$ cat config.mk
export PLATFORM = sky130hd
export DESIGN_NAME = serial_audio_rx
export DESIGN_NICKNAME = d
export VERILOG_FILES = /design/src/rtl/sar_pkg.sv /design/src/rtl/sar_sync.sv /design/src/rtl/sar_edge.sv /design/src/rtl/sar_shifter.sv /design/src/rtl/sar_frame.sv /design/src/rtl/serial_audio_rx.sv
export SDC_FILE = /design/constraint.sdc
export NUM_CORES = 1
export LEC_CHECK = 0
export CAP_MARGIN = 20
export CORE_MARGIN = 10
export CORE_UTILIZATION = 45
export DETAILED_ROUTE_END_ITERATION = 10
export PLACE_DENSITY = 0.71
export SLEW_MARGIN = 20
export SYNTH_ARGS = -nofsm -noshare
export SYNTH_HDL_FRONTEND = slang
export SYNTH_SLANG_ARGS = --single-unit
$ cat constraint.sdc
create_clock -name clk -period 5.15 [get_ports clk]
set_clock_uncertainty 0.05 [all_clocks]
set_input_delay 1.03 -clock clk [delete_from_list [all_inputs] [get_ports clk]]
set_output_delay 1.03 -clock clk [all_outputs]
set_load 0.005 [all_outputs]
$ cat src/rtl/sar_pkg.sv
// Shared definitions for the serial audio receiver.
// Assumes: the defaults below are the widths used by the top module.
package sar_pkg;
    localparam int WORD_LONG  = 18;   // long word length and output width
    localparam int WORD_SHORT = 16;   // short word length
    localparam int SYNC_DEPTH = 2;    // synchronizer flops per input

    typedef enum logic {
        FMT_RJ  = 1'b0,               // LSB ends at channel-select change
        FMT_I2S = 1'b1                // MSB one bit after the change
    } fmt_e;
endpackage

$ cat src/rtl/sar_sync.sv
// Multi-bit synchronizer: each bit passes through DEPTH flops.
// Assumes: each bit is an independent slow level, so no bus coherence is needed.
module sar_sync #(
    parameter int WIDTH = 3,
    parameter int DEPTH = 2
) (
    input  logic             clk,
    input  logic             rst_n,
    input  logic [WIDTH-1:0] async_i,
    output logic [WIDTH-1:0] sync_o
);
    for (genvar b = 0; b < WIDTH; b++) begin : g_bit
        logic [DEPTH-1:0] chain;

        // Shift the raw level through the synchronizer chain.
        always_ff @(posedge clk) begin
            if (!rst_n) chain <= '0;
            else        chain <= {chain[DEPTH-2:0], async_i[b]};
        end

        assign sync_o[b] = chain[DEPTH-1];
    end
endmodule

$ cat src/rtl/sar_edge.sv
// Rising-edge detector for a synchronized level; one-cycle pulse per edge.
// Assumes: the input is already in the clk domain.
module sar_edge (
    input  logic clk,
    input  logic rst_n,
    input  logic level_i,
    output logic rise_o
);
    logic level_q;

    // Remember the previous level to compare against.
    always_ff @(posedge clk) begin
        if (!rst_n) level_q <= 1'b0;
        else        level_q <= level_i;
    end

    assign rise_o = level_i & ~level_q;
endmodule

$ cat src/rtl/sar_shifter.sv
// Serial-in shift register: keeps the newest W bits, newest in bit 0.
// Assumes: shift_i is a single-cycle strobe per bit-clock rise.
module sar_shifter #(
    parameter int W = 18
) (
    input  logic         clk,
    input  logic         rst_n,
    input  logic         shift_i,
    input  logic         bit_i,
    output logic [W-1:0] shreg_o
);
    // Move earlier bits toward the MSB end on each strobe.
    always_ff @(posedge clk) begin
        if (!rst_n)       shreg_o <= '0;
        else if (shift_i) shreg_o <= {shreg_o[W-2:0], bit_i};
    end

    // a strobe moves every bit exactly one place up.
    assert_shift_msb_first_R2: assert property (@(posedge clk) disable iff (!rst_n)
        shift_i |=> shreg_o[W-1:1] == $past(shreg_o[W-2:0]));
    // with no strobe the stored bits hold.
    assert_hold_without_rise_R2: assert property (@(posedge clk) disable iff (!rst_n)
        !shift_i |=> $stable(shreg_o));
endmodule

$ cat src/rtl/sar_frame.sv
// Frame tracker: follows channel-select changes at bit-clock rises, chooses the
// capture point for each framing, extracts and sign-extends words, and pairs
// left and right into a valid strobe.
// Assumes: configuration inputs are static outside reset.
module sar_frame #(
    parameter int W_LONG  = 18,
    parameter int W_SHORT = 16
) (
    input  logic              clk,
    input  logic              rst_n,
    input  logic              rise_i,
    input  logic              lr_i,
    input  logic              data_i,
    input  logic [W_LONG-1:0] shreg_i,
    input  logic              cfg_i2s,
    input  logic              cfg_len18,
    input  logic              cfg_lr_inv,
    output logic [W_LONG-1:0] out_left_o,
    output logic [W_LONG-1:0] out_right_o,
    output logic              out_valid_o
);
    import sar_pkg::*;

    localparam int CNT_W = $clog2(W_LONG + 2) + 1;
    localparam logic [CNT_W-1:0] CNT_SAT = '1;
    localparam int EXT_W = W_LONG - W_SHORT;

    sar_pkg::fmt_e     fmt;
    logic              started, armed, lr_prev, have_left;
    logic [CNT_W-1:0]  cnt, pos, n_len;
    logic              boundary, cap, cap_is_left;
    logic [W_LONG-1:0] raw, word, pend_left;

    assign fmt   = sar_pkg::fmt_e'(cfg_i2s);
    assign n_len = cfg_len18 ? CNT_W'(W_LONG) : CNT_W'(W_SHORT);

    // Channel change seen at this bit-clock rise.
    always_comb boundary = started && (lr_i != lr_prev);

    // Position of the current bit within its half-frame, saturating.
    always_comb pos = (cnt == CNT_SAT) ? CNT_SAT : cnt + 1'b1;

    // Capture point and raw word for the selected framing.
    always_comb begin
        if (fmt == FMT_I2S) begin
            cap = rise_i && armed && (pos == n_len);
            raw = {shreg_i[W_LONG-2:0], data_i};
        end else begin
            cap = rise_i && armed && boundary;
            raw = shreg_i;
        end
    end

    // Sign-extend a short word to the output width.
    always_comb begin
        if (cfg_len18) word = raw;
        else           word = {{EXT_W{raw[W_SHORT-1]}}, raw[W_SHORT-1:0]};
    end

    // The captured word belongs to the channel of the previous rise.
    always_comb cap_is_left = lr_prev ^ cfg_lr_inv;

    // Track channel select, half-frame bit count and arming.
    always_ff @(posedge clk) begin
        if (!rst_n) begin
            started <= 1'b0;
            armed   <= 1'b0;
            lr_prev <= 1'b0;
            cnt     <= CNT_SAT;
        end else if (rise_i) begin
            started <= 1'b1;
            lr_prev <= lr_i;
            if (boundary) begin
                armed <= 1'b1;
                cnt   <= '0;
            end else begin
                cnt <= pos;
            end
        end
    end

    // Hold the left word and publish pairs with a one-cycle strobe.
    always_ff @(posedge clk) begin
        if (!rst_n) begin
            have_left   <= 1'b0;
            pend_left   <= '0;
            out_left_o  <= '0;
            out_right_o <= '0;
            out_valid_o <= 1'b0;
        end else begin
            out_valid_o <= 1'b0;
            if (cap && cap_is_left) begin
                pend_left <= word;
                have_left <= 1'b1;
            end else if (cap && have_left) begin
                out_left_o  <= pend_left;
                out_right_o <= word;
                out_valid_o <= 1'b1;
                have_left   <= 1'b0;
            end
        end
    end

    // the strobe lasts one cycle.
    assert_valid_pulse_R7: assert property (@(posedge clk) disable iff (!rst_n)
        out_valid_o |=> !out_valid_o);
    // the outputs move only together with the strobe.
    assert_outputs_stable_R7: assert property (@(posedge clk) disable iff (!rst_n)
        !out_valid_o |-> ($stable(out_left_o) && $stable(out_right_o)));
    // a pair is published only after a bit-clock rise.
    assert_valid_follows_rise_R2: assert property (@(posedge clk) disable iff (!rst_n)
        out_valid_o |-> $past(rise_i));
    // nothing is published before the first channel change.
    assert_no_valid_unarmed_R1: assert property (@(posedge clk) disable iff (!rst_n)
        !armed |-> !out_valid_o);
    // the I2S bit count starts over at every channel change.
    assert_count_restart_R6: assert property (@(posedge clk) disable iff (!rst_n)
        (rise_i && boundary) |=> (cnt == '0));
endmodule

$ cat src/rtl/serial_audio_rx.sv
// Serial audio input receiver top: synchronizes the three serial wires,
// detects bit-clock rises, shifts data in and frames left/right words.
// Assumes: clk is faster than the bit clock, each bit-clock phase lasts at
// least two clk periods, and the cfg_* inputs change only in reset.
module serial_audio_rx #(
    parameter int WORD_W  = sar_pkg::WORD_LONG,
    parameter int SHORT_W = sar_pkg::WORD_SHORT,
    parameter int SYNC_N  = sar_pkg::SYNC_DEPTH
) (
    input  logic              clk,
    input  logic              rst_n,
    input  logic              sdi_bclk,
    input  logic              sdi_lrck,
    input  logic              sdi_data,
    input  logic              cfg_i2s,
    input  logic              cfg_len18,
    input  logic              cfg_lr_inv,
    output logic [WORD_W-1:0] out_left,
    output logic [WORD_W-1:0] out_right,
    output logic              out_valid
);
    logic [2:0]        pins_s;
    logic              bclk_rise;
    logic [WORD_W-1:0] shreg;

    sar_sync #(.WIDTH(3), .DEPTH(SYNC_N)) u_sync (
        .clk     (clk),
        .rst_n   (rst_n),
        .async_i ({sdi_data, sdi_lrck, sdi_bclk}),
        .sync_o  (pins_s)
    );

    sar_edge u_edge (
        .clk     (clk),
        .rst_n   (rst_n),
        .level_i (pins_s[0]),
        .rise_o  (bclk_rise)
    );

    sar_shifter #(.W(WORD_W)) u_shift (
        .clk     (clk),
        .rst_n   (rst_n),
        .shift_i (bclk_rise),
        .bit_i   (pins_s[2]),
        .shreg_o (shreg)
    );

    sar_frame #(.W_LONG(WORD_W), .W_SHORT(SHORT_W)) u_frame (
        .clk         (clk),
        .rst_n       (rst_n),
        .rise_i      (bclk_rise),
        .lr_i        (pins_s[1]),
        .data_i      (pins_s[2]),
        .shreg_i     (shreg),
        .cfg_i2s     (cfg_i2s),
        .cfg_len18   (cfg_len18),
        .cfg_lr_inv  (cfg_lr_inv),
        .out_left_o  (out_left),
        .out_right_o (out_right),
        .out_valid_o (out_valid)
    );
endmodule

# After elaboration in Yosys (flattened, before gate mapping)

Index checks and enable logic that the tools add are counted.

Flip-flop bits (word level): 90
Input port bits: 8
Output and inout port bits: 37
Word-level logic and storage cells: 42

Add/sub/neg operators: 1
Equality and inequality tests: 3
Muxes and demuxes: 9
Bitwise operators: 5
Reductions and logical operators: 10

Operator list:

| kind                  | number |
|---|---|
| $mux W18              | 2 |
| $mux W6               | 2 |
| $add A6 B1 Y6 const B | 1 |
| $eq A6 B6 Y1          | 1 |
| $eq A6 B6 Y1 const B  | 1 |
| $logic_and A1 B1 Y1   | 6 |
| $mux W1               | 4 |
| $reduce_and A2 Y1     | 2 |
| $not A1 Y1            | 3 |
| $mux W2               | 1 |
| $reduce_bool A2 Y1    | 1 |
| $reduce_or A2 Y1      | 1 |
| $and A1 B1 Y1         | 1 |
| $ne A1 B1 Y1          | 1 |
| $xor A1 B1 Y1         | 1 |

# Logic depth before layout (Yosys ltp)

Gate-level depths: netlist of run 1.

Depth in word-level cells: 8
Gate-level depth with buffers: 9
Gate-level depth less buffers: 7

# Hierarchy

Synthesis of run 1 repeated with hierarchy kept, for this count alone.

Cell total of the unflattened synthesis: 535
Area, all modules: 4530.6 um^2

By module, submodules not included:

| module      | instances | cells an instance | area an instance (um^2) | seq. area each (um^2) |
|---|---|---|---|---|
| sar_frame   | 1         | 460               | 3622.2                  | 1301.2 |
| sar_shifter | 1         | 57                | 688.2                   | 360.3 |
| sar_sync    | 1         | 15                | 180.2                   | 120.1 |
| sar_edge    | 1         | 3                 | 40.0                    | 20.0 |

# Least setup slack after synthesis of run 1

Ideal clock, no wire load.

Path type: input port to flip-flop
From: input cfg_lr_inv
To: register u_frame.out_left_o[10]
Setup time: 0.070 ns
Data arrival time: 2.107 ns
Data required time: 5.030 ns
Setup slack: 2.922 ns
Stages on the path: 6
Buffers on the path: 2
Cells stage by stage: xnor2_1 -> and2_1 -> clkbuf_1 -> clkbuf_1 -> nand3_1 -> a21oi_1

Word-level cells in the longest chain between the ends: 4

Ends and longest elaborated chain:

| item                        | line                  | RTL |
|---|---|---|
| start: declaration          | serial_audio_rx.sv:17 | `input logic cfg_lr_inv,` |
| $xor A1 B1 Y1               | sar_frame.sv:61       | `always_comb cap_is_left = lr_prev ^ cfg_lr_inv;` |
| $logic_and A1 B1 Y1         | sar_frame.sv:92       | `if (cap && cap_is_left) begin` |
| $not A1 Y1 (no line)        | --                    |  |
| $reduce_and A2 Y1 (no line) | --                    |  |
| end signal: assignment      | sar_frame.sv:96       | `out_left_o <= pend_left;` |
| end: declaration            | sar_frame.sv:18       | `output logic [W_LONG-1:0] out_left_o,` |

No other way between the ends.
A chain may end at the register's enable or synchronous reset.

# Worst setup path after layout of run 1

From: input cfg_i2s
To: register u_frame.pend_left[2]

Word-level cells in the longest chain between the ends: 2
Elaborated cells on any way between the ends: 4
Those cells by class: 3 x mux; 1 x reduce/logical

Ends and longest elaborated chain:

| item                                                   | line                             | RTL |
|---|---|---|
| start: declaration                                     | serial_audio_rx.sv:15            | `input logic cfg_i2s,` |
| $mux W18 / $mux W1 (equally long branches)             | sar_frame.sv:45                  | `if (fmt == FMT_I2S) begin` |
| $mux W18 / $logic_and A1 B1 Y1 (equally long branches) | sar_frame.sv:56, sar_frame.sv:92 |  |
| end signal: assignment                                 | sar_frame.sv:93                  | `pend_left <= word;` |
| end: declaration                                       | sar_frame.sv:32                  | `logic [W_LONG-1:0] raw, word, pend_left;` |

Several ways; a longest one is shown, not always the timed one.

==> flow_summary_export.csv, run 1 <==
group,metric,value,unit
critical_path,path_delay_family,"compound AO/OA/AOI/OAI gates",
sta,worst_path_setup_slack_after_routing,2.08,ns
synthesis,mappedNetlistNets,419,
critical_path,setup.reg_to_reg.worst_slack,2.35,ns
sta,final-hold-violation-count,0,
cts,post_cts_resized,0,
detailed_routing,route.final.wire_length,7900,um
grt,track_usage,12.6,%
power_and_ir_drop,report.power.total,1.29,mW
synthesis,synth_seq_cells,90,
die,initial_core_util,45.6,%
grt,grt_overflow,0,
sta,timing.final.setup_violations,0,
critical_path,start_kind,"input port",
cts,clkSinkCount,90,
synthesis,yosysUniqueCellTypes,36,
hold_path,type_of_the_tightest_min_delay_check,"reg -> reg",
detailed_routing,met2_wirelength,3540,um
detailed_routing,vias,2841,
critical_path,worst-endpoint-required,5.33,ns
critical_path,cp_cell_sequence,"clkdlybuf4s50_1 -> buf_4 -> o211ai_4 -> o31ai_4 -> nand2_4 -> mux2i_1",
die,die_x,111,um
placed_design,dp_cells,533,
detailed_routing,initialDrtViolationCount,172,
cts,tritoncts,"done",
synthesis,postSynthCellCount,410,
detailed_routing,met3_wirelength,501,um
synthesis,mappedNetlistArea,3710,um^2
finish,num-fill-cells,749,
detailed_routing,drc,0,
synthesis,synth_sequential_area_ratio,48.6,%
power_and_ir_drop,power_density_normalized_to_cell_area,294,nW/um^2
grt,grt_first_pass_wirelength,13300,um
finish,synth_to_final_area_change,18.4,%
die,die_height,111,um
critical_path,startpoint,"cfg_i2s",
placed_design,detailed_place_hpwl,5400,um
finish,layoutNonFillerInstCount,549,
die,floorplan.core_area,8130,um^2
cts,numCtsBuffers,9,
placed_design,dp_slack,1.73,ns
cts,htree_num_levels,3,
placed_design,globalplace.congestion,0.786,
grt,grt_max_degree,65,
critical_path,r2r-end,"u_frame.pend_left[2]",
sta,min_period_over_period,59.6,%
cts,clkSlewWorstSetupHoldPaths,0.09,ns
detailed_routing,drt-vias-per-instance,5.17,
critical_path,timing.critical_path.slowest_stage_cell,"sky130_fd_sc_hd__o31ai_4",
finish,fin_nets,448,
cts,clk-insertion-delay-late,0.35,ns
detailed_routing,top_layer_used,"met4",
critical_path,cp-endpoint,"u_frame.pend_left[2]",
finish,layout_utilization,54.0,%
finish,n_antenna_cell,0,
critical_path,critical_path.reg2reg.startpoint,"u_frame.cnt[0]",
run_status,result_of_the_run,"finished, final reports clean",
grt,grt_pass1_vias,2680,
sta,tightest_slew_margin_relative_to_the_limit,42.9,%
critical_path,worst-path-max-fanout,22,
die,ioPinCount,45,
synthesis,synthesis.yosys.warnings,0,
critical_path,critical_path_class,"in -> reg",
critical_path,type_of_destination_of_the_critical_path,"flop",
sta,grt_setup_unrepaired,"no",
cts,cts_post_setup_buffers_inserted,0,
cts,clk_path_buf_depth,2,
sta,setup_tns,0,ns
cts,cts_root_buffer,"sky130_fd_sc_hd__clkbuf_8",
cts,ctsHoldBuffers,0,
job,reported_max_cap_violation_count,0,
sta,slew_viol_final,0,
finish,final_layout_size_suffix_gt1_share,10.1,%
grt,number_of_antenna_violations_at_the_first_check_in_global_routing,0,
placed_design,port-buffer-count,44,
detailed_routing,drt_pre_antenna_iters,4,
critical_path,critical_path_cell_count,6,
die,num_rows,33,
sta,fin_worst_hold_slack,0.388,ns
finish,finalInstanceArea,4390,um^2
detailed_routing,route.detailed.wl_per_inst,14.4,um
detailed_routing,detail-route-antenna-nets,0,
sta,finalWorstPathRequiredPeriod,3.07,ns
critical_path,cp_slowest_stage_delay,0.78,ns
sta,fmax,326,MHz
critical_path,critical_path_buf_inv_count,2,
detailed_routing,wirelength_met1,3780,um
power_and_ir_drop,p_leak,1.62,nW
sta,tightestPinTransition,0.856,ns
critical_path,r2r.worst_path.cells,7,
synthesis,syn-mean-instance-area,9.05,um^2
critical_path,worstPathArrival,3.25,ns
power_and_ir_drop,worst_ir_drop_vdd,0.173,mV
die,die-area,12300,um^2
placed_design,post_dp_cell_area,4170,um^2
[power by group]
part	internal (mW)	switching [mW]	leakage (nW)	total, mW
clock	0.288	0.250	0.114	0.538
sequential	0.699	0.00306	0.727	0.703
combinational	0.0183	0.0339	0.784	0.0522
total	1.01	0.287	1.62	1.29
[flip-flops by register name (all words and copies together) (netlist names)]
register,flops
u_frame.out_right_o,18
u_frame.out_left_o,18
u_frame.pend_left,18
u_frame.started,1
u_frame.have_left,1
u_frame.lr_prev,1
u_shift.shreg_o,18
u_edge.level_q,1
u_frame.cnt,6
u_sync.g_bit.chain,6
u_frame.out_valid_o,1
u_frame.armed,1
[metal layers]
layer,GRT usage (%),vias to the layer above
li1,-,1450
met1,16.6,1320
met2,19.5,62
met3,3.68,9
met4,3.91,0
met5,0,-
[cell type report]
class / count / area [um^2] / share of cell area [%]
Clock buffer: 10 / 138 / 3.13
Clock inverter: 6 / 88.8 / 2.02
Inverter: 1 / 3.75 / 0.0854
Multi-Input combinational cell: 288 / 1760 / 40.0
Sequential cell: 90 / 1800 / 41.0
Tap cell: 105 / 131 / 2.99
Timing Repair Buffer: 49 / 473 / 10.8
[logic make-up after synthesis]
kind of cell,Yosys count,synth area share [%]
adders and majority gates,1,0.337
xor gates and xnor gates,5,1.18
and+or+nand+nor,149,18.5
AOI/OAI and AO/OA,81,12.4
DFF,90,48.6
muxes,52,14.9
buffers and inverters,32,4.08
[cells in the final DEF (no fill, tap or decap), types with 3 or more instances in the layout]
master                            netlist  layout
sky130_fd_sc_hd__dfxtp_1               90      90
sky130_fd_sc_hd__clkdlybuf4s50_1        0      43
sky130_fd_sc_hd__buf_4                  1       5
sky130_fd_sc_hd__mux2i_1               35      35
sky130_fd_sc_hd__xnor2_1                3       3
sky130_fd_sc_hd__nand2b_1               4       4
sky130_fd_sc_hd__and2_1                11      11
sky130_fd_sc_hd__nand3b_1               3       3
sky130_fd_sc_hd__a21oi_1               49      49
sky130_fd_sc_hd__a31oi_1                3       3
sky130_fd_sc_hd__mux2_2                16      16
sky130_fd_sc_hd__clkbuf_8               0      10
sky130_fd_sc_hd__nor2_1                 3       3
sky130_fd_sc_hd__o21ai_0               23      23
sky130_fd_sc_hd__nand2_1               97      97
sky130_fd_sc_hd__nand3_1               21      21
[worst min path at each step]
stage | depth (start not counted) | start | endpoint
after floorplan | 1 | u_sync.g_bit[0].chain[0] | u_sync.g_bit[0].chain[1]
after global placement | 1 | u_sync.g_bit[1].chain[0] | u_sync.g_bit[1].chain[1]
after detailed placement | 1 | u_sync.g_bit[1].chain[0] | u_sync.g_bit[1].chain[1]
after CTS | 1 | u_sync.g_bit[1].chain[0] | u_sync.g_bit[1].chain[1]
after global routing | 1 | u_sync.g_bit[0].chain[0] | u_sync.g_bit[0].chain[1]
final | 1 | u_sync.g_bit[1].chain[0] | u_sync.g_bit[1].chain[1]
[cell usage after synthesis (all sizes together)]
master	n	area [um^2]
a31oi	3	18.8
nand2	98	375
nand4b	2	17.5
dfxtp	90	1800
mux2	16	180
nand3	21	105
o211ai	1	21.3
mux4	1	22.5
and3	2	12.5
nand3b	3	22.5
xor2	2	17.5
o22ai	1	6.26
o21ai	23	115
and2	11	68.8
a21oi	49	245
nor2b	1	6.26
nor2	4	31.3
ha	1	12.5
buf	5	48.8
a211oi	1	7.51
clkinv	1	3.75
o31a	1	17.5
nand2b	4	25.0
clkbuf	26	98.8
nor3	2	10.0
nor3b	1	12.5
mux2i	35	350
xnor2	3	26.3
o31ai	2	28.8
Power figures use the tool's default switching activity.
==> inputs of run 2 (changes only) <==
clock period = 2.83 ns   (was 5.15 ns; I/O delays follow)
==> run 2 against run 1 <==
  * Routed wire length is 3.2% lower
  * Largest power group unchanged
  * Worst hold slack got worse by 0.00060 ns
  * Sequential share of layout area hardly changed
  * Highest routed layer unchanged
  * Critical path type is now reg -> reg
  * Non-clock buffer count increased by 4
  * Register-to-register slack worse by 2.0 ns
==> flow_summary_export.csv, run 2 (synthesis results as in run 1) <==
group,metric,value,unit
run_status,result_of_the_run,"finished, final reports clean",
cts,ctsHoldBuffers,0,
job,reported_max_cap_violation_count,0,
finish,layoutNonFillerInstCount,552,
die,floorplan.core_area,8130,um^2
detailed_routing,vias,2828,
grt,grt_max_degree,64,
sta,setup_tns,0,ns
power_and_ir_drop,p_leak,1.63,nW
finish,layout_utilization,54.1,%
finish,synth_to_final_area_change,18.5,%
finish,mostFrequentLayoutCells,"97 x sky130_fd_sc_hd__nand2_1, 90 x sky130_fd_sc_hd__dfxtp_1, 49 x sky130_fd_sc_hd__a21oi_1, 43 x sky130_fd_sc_hd__clkdlybuf4s50_1, 35 x sky130_fd_sc_hd__mux2i_1",
die,ioPinCount,45,
hold_path,type_of_the_tightest_min_delay_check,"reg -> reg",
cts,clk_path_buf_depth,2,
grt,grt_pass1_vias,2742,
critical_path,r2r.worst_path.cells,8,
cts,cts_root_buffer,"sky130_fd_sc_hd__clkbuf_8",
die,die_height,111,um
sta,tightestPinTransition,0.739,ns
cts,numCtsBuffers,9,
grt,grt_first_pass_wirelength,13300,um
sta,timing.final.setup_violations,0,
placed_design,dp_slack,0.326,ns
finish,mostFrequentLayoutCell,"sky130_fd_sc_hd__nand2_1",
cts,tritoncts,"done",
cts,post_cts_resized,0,
finish,final_layout_size_suffix_gt1_share,10.7,%
critical_path,worst-path-max-fanout,12,
critical_path,worstPathArrival,2.68,ns
sta,slew_viol_final,0,
grt,number_of_antenna_violations_at_the_first_check_in_global_routing,0,
hold_path,worstHoldStart,"u_sync.g_bit[2].chain[0]",
die,initial_core_util,45.6,%
grt,grt_overflow,0,
power_and_ir_drop,power_density_normalized_to_cell_area,513,nW/um^2
placed_design,port-buffer-count,44,
detailed_routing,route.final.wire_length,7650,um
finish,n_antenna_cell,0,
detailed_routing,route.detailed.wl_per_inst,13.9,um
critical_path,critical_path_class,"reg -> reg",
critical_path,type_of_destination_of_the_critical_path,"flop",
cts,clkSlewWorstSetupHoldPaths,0.09,ns
hold_path,hold_path_depth,1,
die,num_rows,33,
critical_path,start_kind,"flop",
cts,clk-insertion-delay-late,0.36,ns
sta,grt_setup_unrepaired,"no",
detailed_routing,drc,0,
sta,final-hold-violation-count,0,
cts,cts_post_setup_buffers_inserted,0,
die,die-area,12300,um^2
placed_design,detailed_place_hpwl,5340,um
grt,track_usage,12.5,%
cts,clkSinkCount,90,
power_and_ir_drop,worst_ir_drop_vdd,0.241,mV
power_and_ir_drop,report.power.total,2.26,mW
finish,fin_nets,452,
placed_design,dp_cells,537,
sta,worst_path_setup_slack_after_routing,0.360,ns
sta,min_period_over_period,87.3,%
critical_path,startpoint,"u_frame.cnt[0]",
detailed_routing,drt_pre_antenna_iters,4,
detailed_routing,drt-vias-per-instance,5.12,
cts,htree_num_levels,3,
die,die_x,111,um
detailed_routing,detail-route-antenna-nets,0,
detailed_routing,initialDrtViolationCount,112,
placed_design,globalplace.congestion,0.760,
critical_path,critical_path.reg2reg.startpoint,"u_frame.cnt[0]",
sta,fmax,405,MHz
sta,tightest_slew_margin_relative_to_the_limit,50.4,%
sta,finalWorstPathRequiredPeriod,2.47,ns
critical_path,worst-endpoint-required,3.04,ns
==> run 2: cell count changes in the layout (fill, tap and decap cells not counted) <==
cell                        delta
sky130_fd_sc_hd__inv_8         -1
sky130_fd_sc_hd__clkinv_2      -2
sky130_fd_sc_hd__inv_6         +1
sky130_fd_sc_hd__buf_4         +4
sky130_fd_sc_hd__clkinv_4      +2
sky130_fd_sc_hd__bufinv_16     -1
==> run 2: worst paths after layout <==
kind | slack (ns) | end
hold reg to reg | 0.39 | u_sync.g_bit[2].chain[1]
setup / recovery | 0.36 | u_frame.pend_left[17]
hold / removal | 0.39 | u_sync.g_bit[2].chain[1]
setup reg to reg | 0.36 | u_frame.pend_left[17]
==> run 2: critical path, stage by stage (launching register included) <==
cell	delay (ns)
sky130_fd_sc_hd__dfxtp_1	0.36
sky130_fd_sc_hd__ha_1	0.24
sky130_fd_sc_hd__and2_1	0.24
sky130_fd_sc_hd__a21oi_1	0.28
sky130_fd_sc_hd__xnor2_1	0.19
sky130_fd_sc_hd__o31ai_4	0.49
sky130_fd_sc_hd__buf_4	0.27
sky130_fd_sc_hd__nand3_1	0.09
sky130_fd_sc_hd__a21oi_1	0.16
==> run 2: through the flow <==
| stage | instance area (um^2) | hold slack [ns] |
|---|---|---|
| after floorplan | 3710 | 0.362 |
| after global placement | 4200 | 0.366 |
| after detailed placement | 4200 | 0.370 |
| after CTS | 4400 | 0.390 |
| after global routing | 4400 | 0.396 |
| final | 4400 | 0.387 |
==> run 2: routing by layer <==
layer  GRT usage [%]  routed length [um]  vias up
met3            3.52                 383       10
li1                -                   -     1461
met2            20.0                3580       47
met1            15.2                3550     1310
met5               0                   0        -
met4            5.73                 139        0
==> run 2: power breakdown <==
group          internal, mW  switching (mW)
Sequential             1.27         0.00513
Clock                 0.433           0.448
Combinational        0.0345          0.0613
==> run 2: final cells by class <==
cell class,count,area [um^2]
fillers,784,3740
flip-flops and latches,90,1800
multi-input cells,288,1760
repair buffers,53,503
clock buffers,10,138
well taps,105,131
clock inverters,5,63.8
inverters,1,3.75
==> inputs of run 3 (changes only) <==
CELL_PAD_IN_SITES_DETAIL_PLACEMENT = 0   (was not set)
CELL_PAD_IN_SITES_GLOBAL_PLACEMENT = 2   (was not set)
CORE_UTILIZATION = 30   (was 45)
PLACE_DENSITY = 0.74   (was 0.71)
SYNTH_HIERARCHICAL = 1   (was not set)
==> run 3 against run 2 <==
  * Via count rose by 43%
  * Sequential share of layout area decreased by 8.2 points
  * Worst hold slack got worse by 0.0043 ns
  * Utilization decreased by 17 points
  * Sequential power up 9%
  * Area after synthesis is 22% higher
  * Critical path depth fell by 1
  * Register-to-register slack better by 0.02 ns
  * Highest routed layer unchanged
==> flow_summary_export.csv, run 3 <==
group,metric,value,unit
finish,n_antenna_cell,0,
synthesis,postSynthCellCount,535,
critical_path,setup.reg_to_reg.worst_slack,0.38,ns
cts,clkSlewWorstSetupHoldPaths,0.06,ns
sta,fmax,408,MHz
finish,synth_to_final_area_change,21.3,%
synthesis,synth_sequential_area_ratio,39.8,%
placed_design,port-buffer-count,44,
critical_path,critical_path.reg2reg.startpoint,"u_frame/cnt[0]",
finish,layout_utilization,37.5,%
power_and_ir_drop,worst_ir_drop_vdd,0.276,mV
grt,grt_pass1_vias,3680,
sta,timing.final.setup_violations,0,
cts,htree_num_levels,3,
critical_path,cp_cell_sequence,"ha_1 -> nand2_1 -> o2bb2ai_1 -> nand3_1 -> buf_12 -> or4_1 -> o311ai_1",
die,die_x,143,um
sta,final-hold-violation-count,0,
critical_path,critical_path_class,"reg -> reg",
sta,grt_setup_unrepaired,"no",
run_status,result_of_the_run,"finished, final reports clean",
critical_path,type_of_destination_of_the_critical_path,"flop",
synthesis,mappedNetlistArea,4530,um^2
synthesis,postSynth.topFlopCell,"sky130_fd_sc_hd__dfxtp_1",
sta,slew_viol_final,0,
synthesis,synth_most_common_cell,"sky130_fd_sc_hd__dfxtp_1",
power_and_ir_drop,power_density_normalized_to_cell_area,587,nW/um^2
job,reported_max_cap_violation_count,0,
critical_path,critical_path_buf_inv_count,1,
finish,seqCellArea,1800,um^2
sta,tightestPinTransition,0.654,ns
critical_path,worst-endpoint-required,3.04,ns
cts,post_cts_resized,0,
synthesis,mappedNetlistNets,544,
synthesis,synth-async-reset-ratio,0,%
placed_design,post_dp_cell_area,5140,um^2
detailed_routing,drt-vias-per-instance,5.40,
synthesis,synth_area_leaders,"sky130_fd_sc_hd__dfxtp_1 40%, sky130_fd_sc_hd__nand3_1 6.1%, sky130_fd_sc_hd__nor2_1 5.1%",
detailed_routing,vias,4048,
cts,cts_root_buffer,"sky130_fd_sc_hd__clkbuf_16",
finish,finalInstanceArea,5500,um^2
sta,setup_tns,0,ns
critical_path,timing.critical_path.slowest_stage_cell,"sky130_fd_sc_hd__or4_1",
finish,mostFrequentLayoutCell,"sky130_fd_sc_hd__dfxtp_1",
cts,tritoncts,"done",
grt,grt_first_pass_wirelength,20500,um
grt,track_usage,12.5,%
placed_design,detailed_place_hpwl,8420,um
cts,clk-insertion-delay-late,0.35,ns
synthesis,synth_enable_flop_cells,0,
die,die_height,143,um
critical_path,worstPathArrival,2.66,ns
die,ioPinCount,45,
cts,ctsHoldBuffers,0,
synthesis,yosysUniqueCellTypes,53,
synthesis,syn-mean-instance-area,8.47,um^2
detailed_routing,route.final.wire_length,12600,um
synthesis,share_of_the_synthesized_area_in_the_top_cell_type,39.8,%
synthesis,synthTopCellsByCount,"90 x sky130_fd_sc_hd__dfxtp_1, 62 x sky130_fd_sc_hd__nor2_1, 58 x sky130_fd_sc_hd__nand2_1",
detailed_routing,initialDrtViolationCount,337,
placed_design,globalplace.congestion,0.771,
die,die-area,20400,um^2
finish,final_layout_size_suffix_gt1_share,11.3,%
hold_path,type_of_the_tightest_min_delay_check,"reg -> reg",
finish,fin_nets,569,
sta,min_period_over_period,86.6,%
critical_path,worst-path-max-fanout,50,
cts,cts_post_setup_buffers_inserted,0,
detailed_routing,drc,0,
grt,number_of_antenna_violations_at_the_first_check_in_global_routing,0,
finish,area_of_combinational_cells_with_multiple_inputs,2430,um^2
power_and_ir_drop,p_leak,1.96,nW
critical_path,path_delay_family,"simple AND/OR/NAND/NOR gates",
synthesis,synthesis.yosys.warnings,6,
die,initial_core_util,30.9,%
detailed_routing,detail-route-antenna-nets,0,
finish,num-fill-cells,1483,
synthesis,synth_seq_cells,90,
grt,grt_overflow,0,
detailed_routing,drt_pre_antenna_iters,5,
grt,grt_max_degree,51,
detailed_routing,route.detailed.wl_per_inst,16.8,um
finish,mostFrequentLayoutCells,"90 x sky130_fd_sc_hd__dfxtp_1, 62 x sky130_fd_sc_hd__nor2_1, 58 x sky130_fd_sc_hd__nand2_1, 55 x sky130_fd_sc_hd__nand3_1, 43 x sky130_fd_sc_hd__clkdlybuf4s50_1",
critical_path,cp_slowest_stage_delay,0.53,ns
cts,clk_path_buf_depth,2,
sta,finalWorstPathRequiredPeriod,2.45,ns
cts,clkSinkCount,90,
die,floorplan.core_area,14600,um^2
synthesis,yosys.area.top_type,"sky130_fd_sc_hd__dfxtp_1",
sta,tightest_slew_margin_relative_to_the_limit,56.4,%
die,num_rows,44,
cts,numCtsBuffers,9,
hold_path,worstHoldStart,"u_sync/g_bit[2].chain[0]",
critical_path,start_kind,"flop",
critical_path,startpoint,"u_frame/cnt[0]",
run 3: cell count changes in the layout (fill, tap and decap cells not counted), moves of 17 or more:
cell	before	now
sky130_fd_sc_hd__o22ai_1	1	18
sky130_fd_sc_hd__nor2_1	3	62
sky130_fd_sc_hd__nand3_1	21	55
sky130_fd_sc_hd__nor2b_1	1	20
sky130_fd_sc_hd__a21oi_1	49	6
sky130_fd_sc_hd__nand2_1	97	58
run 3: logic make-up after synthesis:
| family | after synthesis | synth area share, % |
|---|---|---|
| flops | 90 | 39.8 |
| simple gates | 239 | 26.1 |
| compound gates | 105 | 17.6 |
| fa+ha+maj | 1 | 0.276 |
| buf+inv | 59 | 6.68 |
| mux | 36 | 8.67 |
| xor+xnor | 5 | 0.967 |
run 3: power by group:
group          leakage [nW]  switching (mW)  total (mW)  internal [mW]
clock network         0.176           0.517        1.43          0.916
logic                  1.05           0.234       0.395          0.161
registers             0.730          0.0283        1.40           1.37
total                  1.96           0.779        3.23           2.45
run 3: path summary, 6_finish.rpt:
path | depth (start not counted) | endpoint
max | 7 | u_frame/out_left_o[8]
max reg2reg | 7 | u_frame/out_left_o[8]
min | 1 | u_sync/g_bit[2].chain[1]
min reg2reg | 1 | u_sync/g_bit[2].chain[1]
run 3: metal layers:
layer	share of wire, %	wire, um	vias up	global-route usage (%)
li1	-	-	2031	-
met1	49	6220	1887	17.5
met2	42	5280	116	17.7
met3	7.2	902	14	3.18
met4	1.6	205	0	5.32
met5	0	0	-	0
run 3: area by class of cell:
cell class,count,area share [%]
Timing Repair Buffer,68,11.9
Multi-Input combinational cell,386,44.3
Clock buffer,11,4.60
Inverter,5,0.341
Clock inverter,5,1.96
Sequential cell,90,32.8
Tap cell,184,4.19
run 3: stage by stage:
step	worst slack (ns)	power [mW]	cells	hold WS, ns
detailed placement	0.121	1.82	733	0.372
finish	0.379	3.23	749	0.383
CTS	0.349	3.27	749	0.388
global route	0.154	3.37	749	0.399
floorplan	0.517	1.74	535	0.362
global placement	0.155	1.81	733	0.367
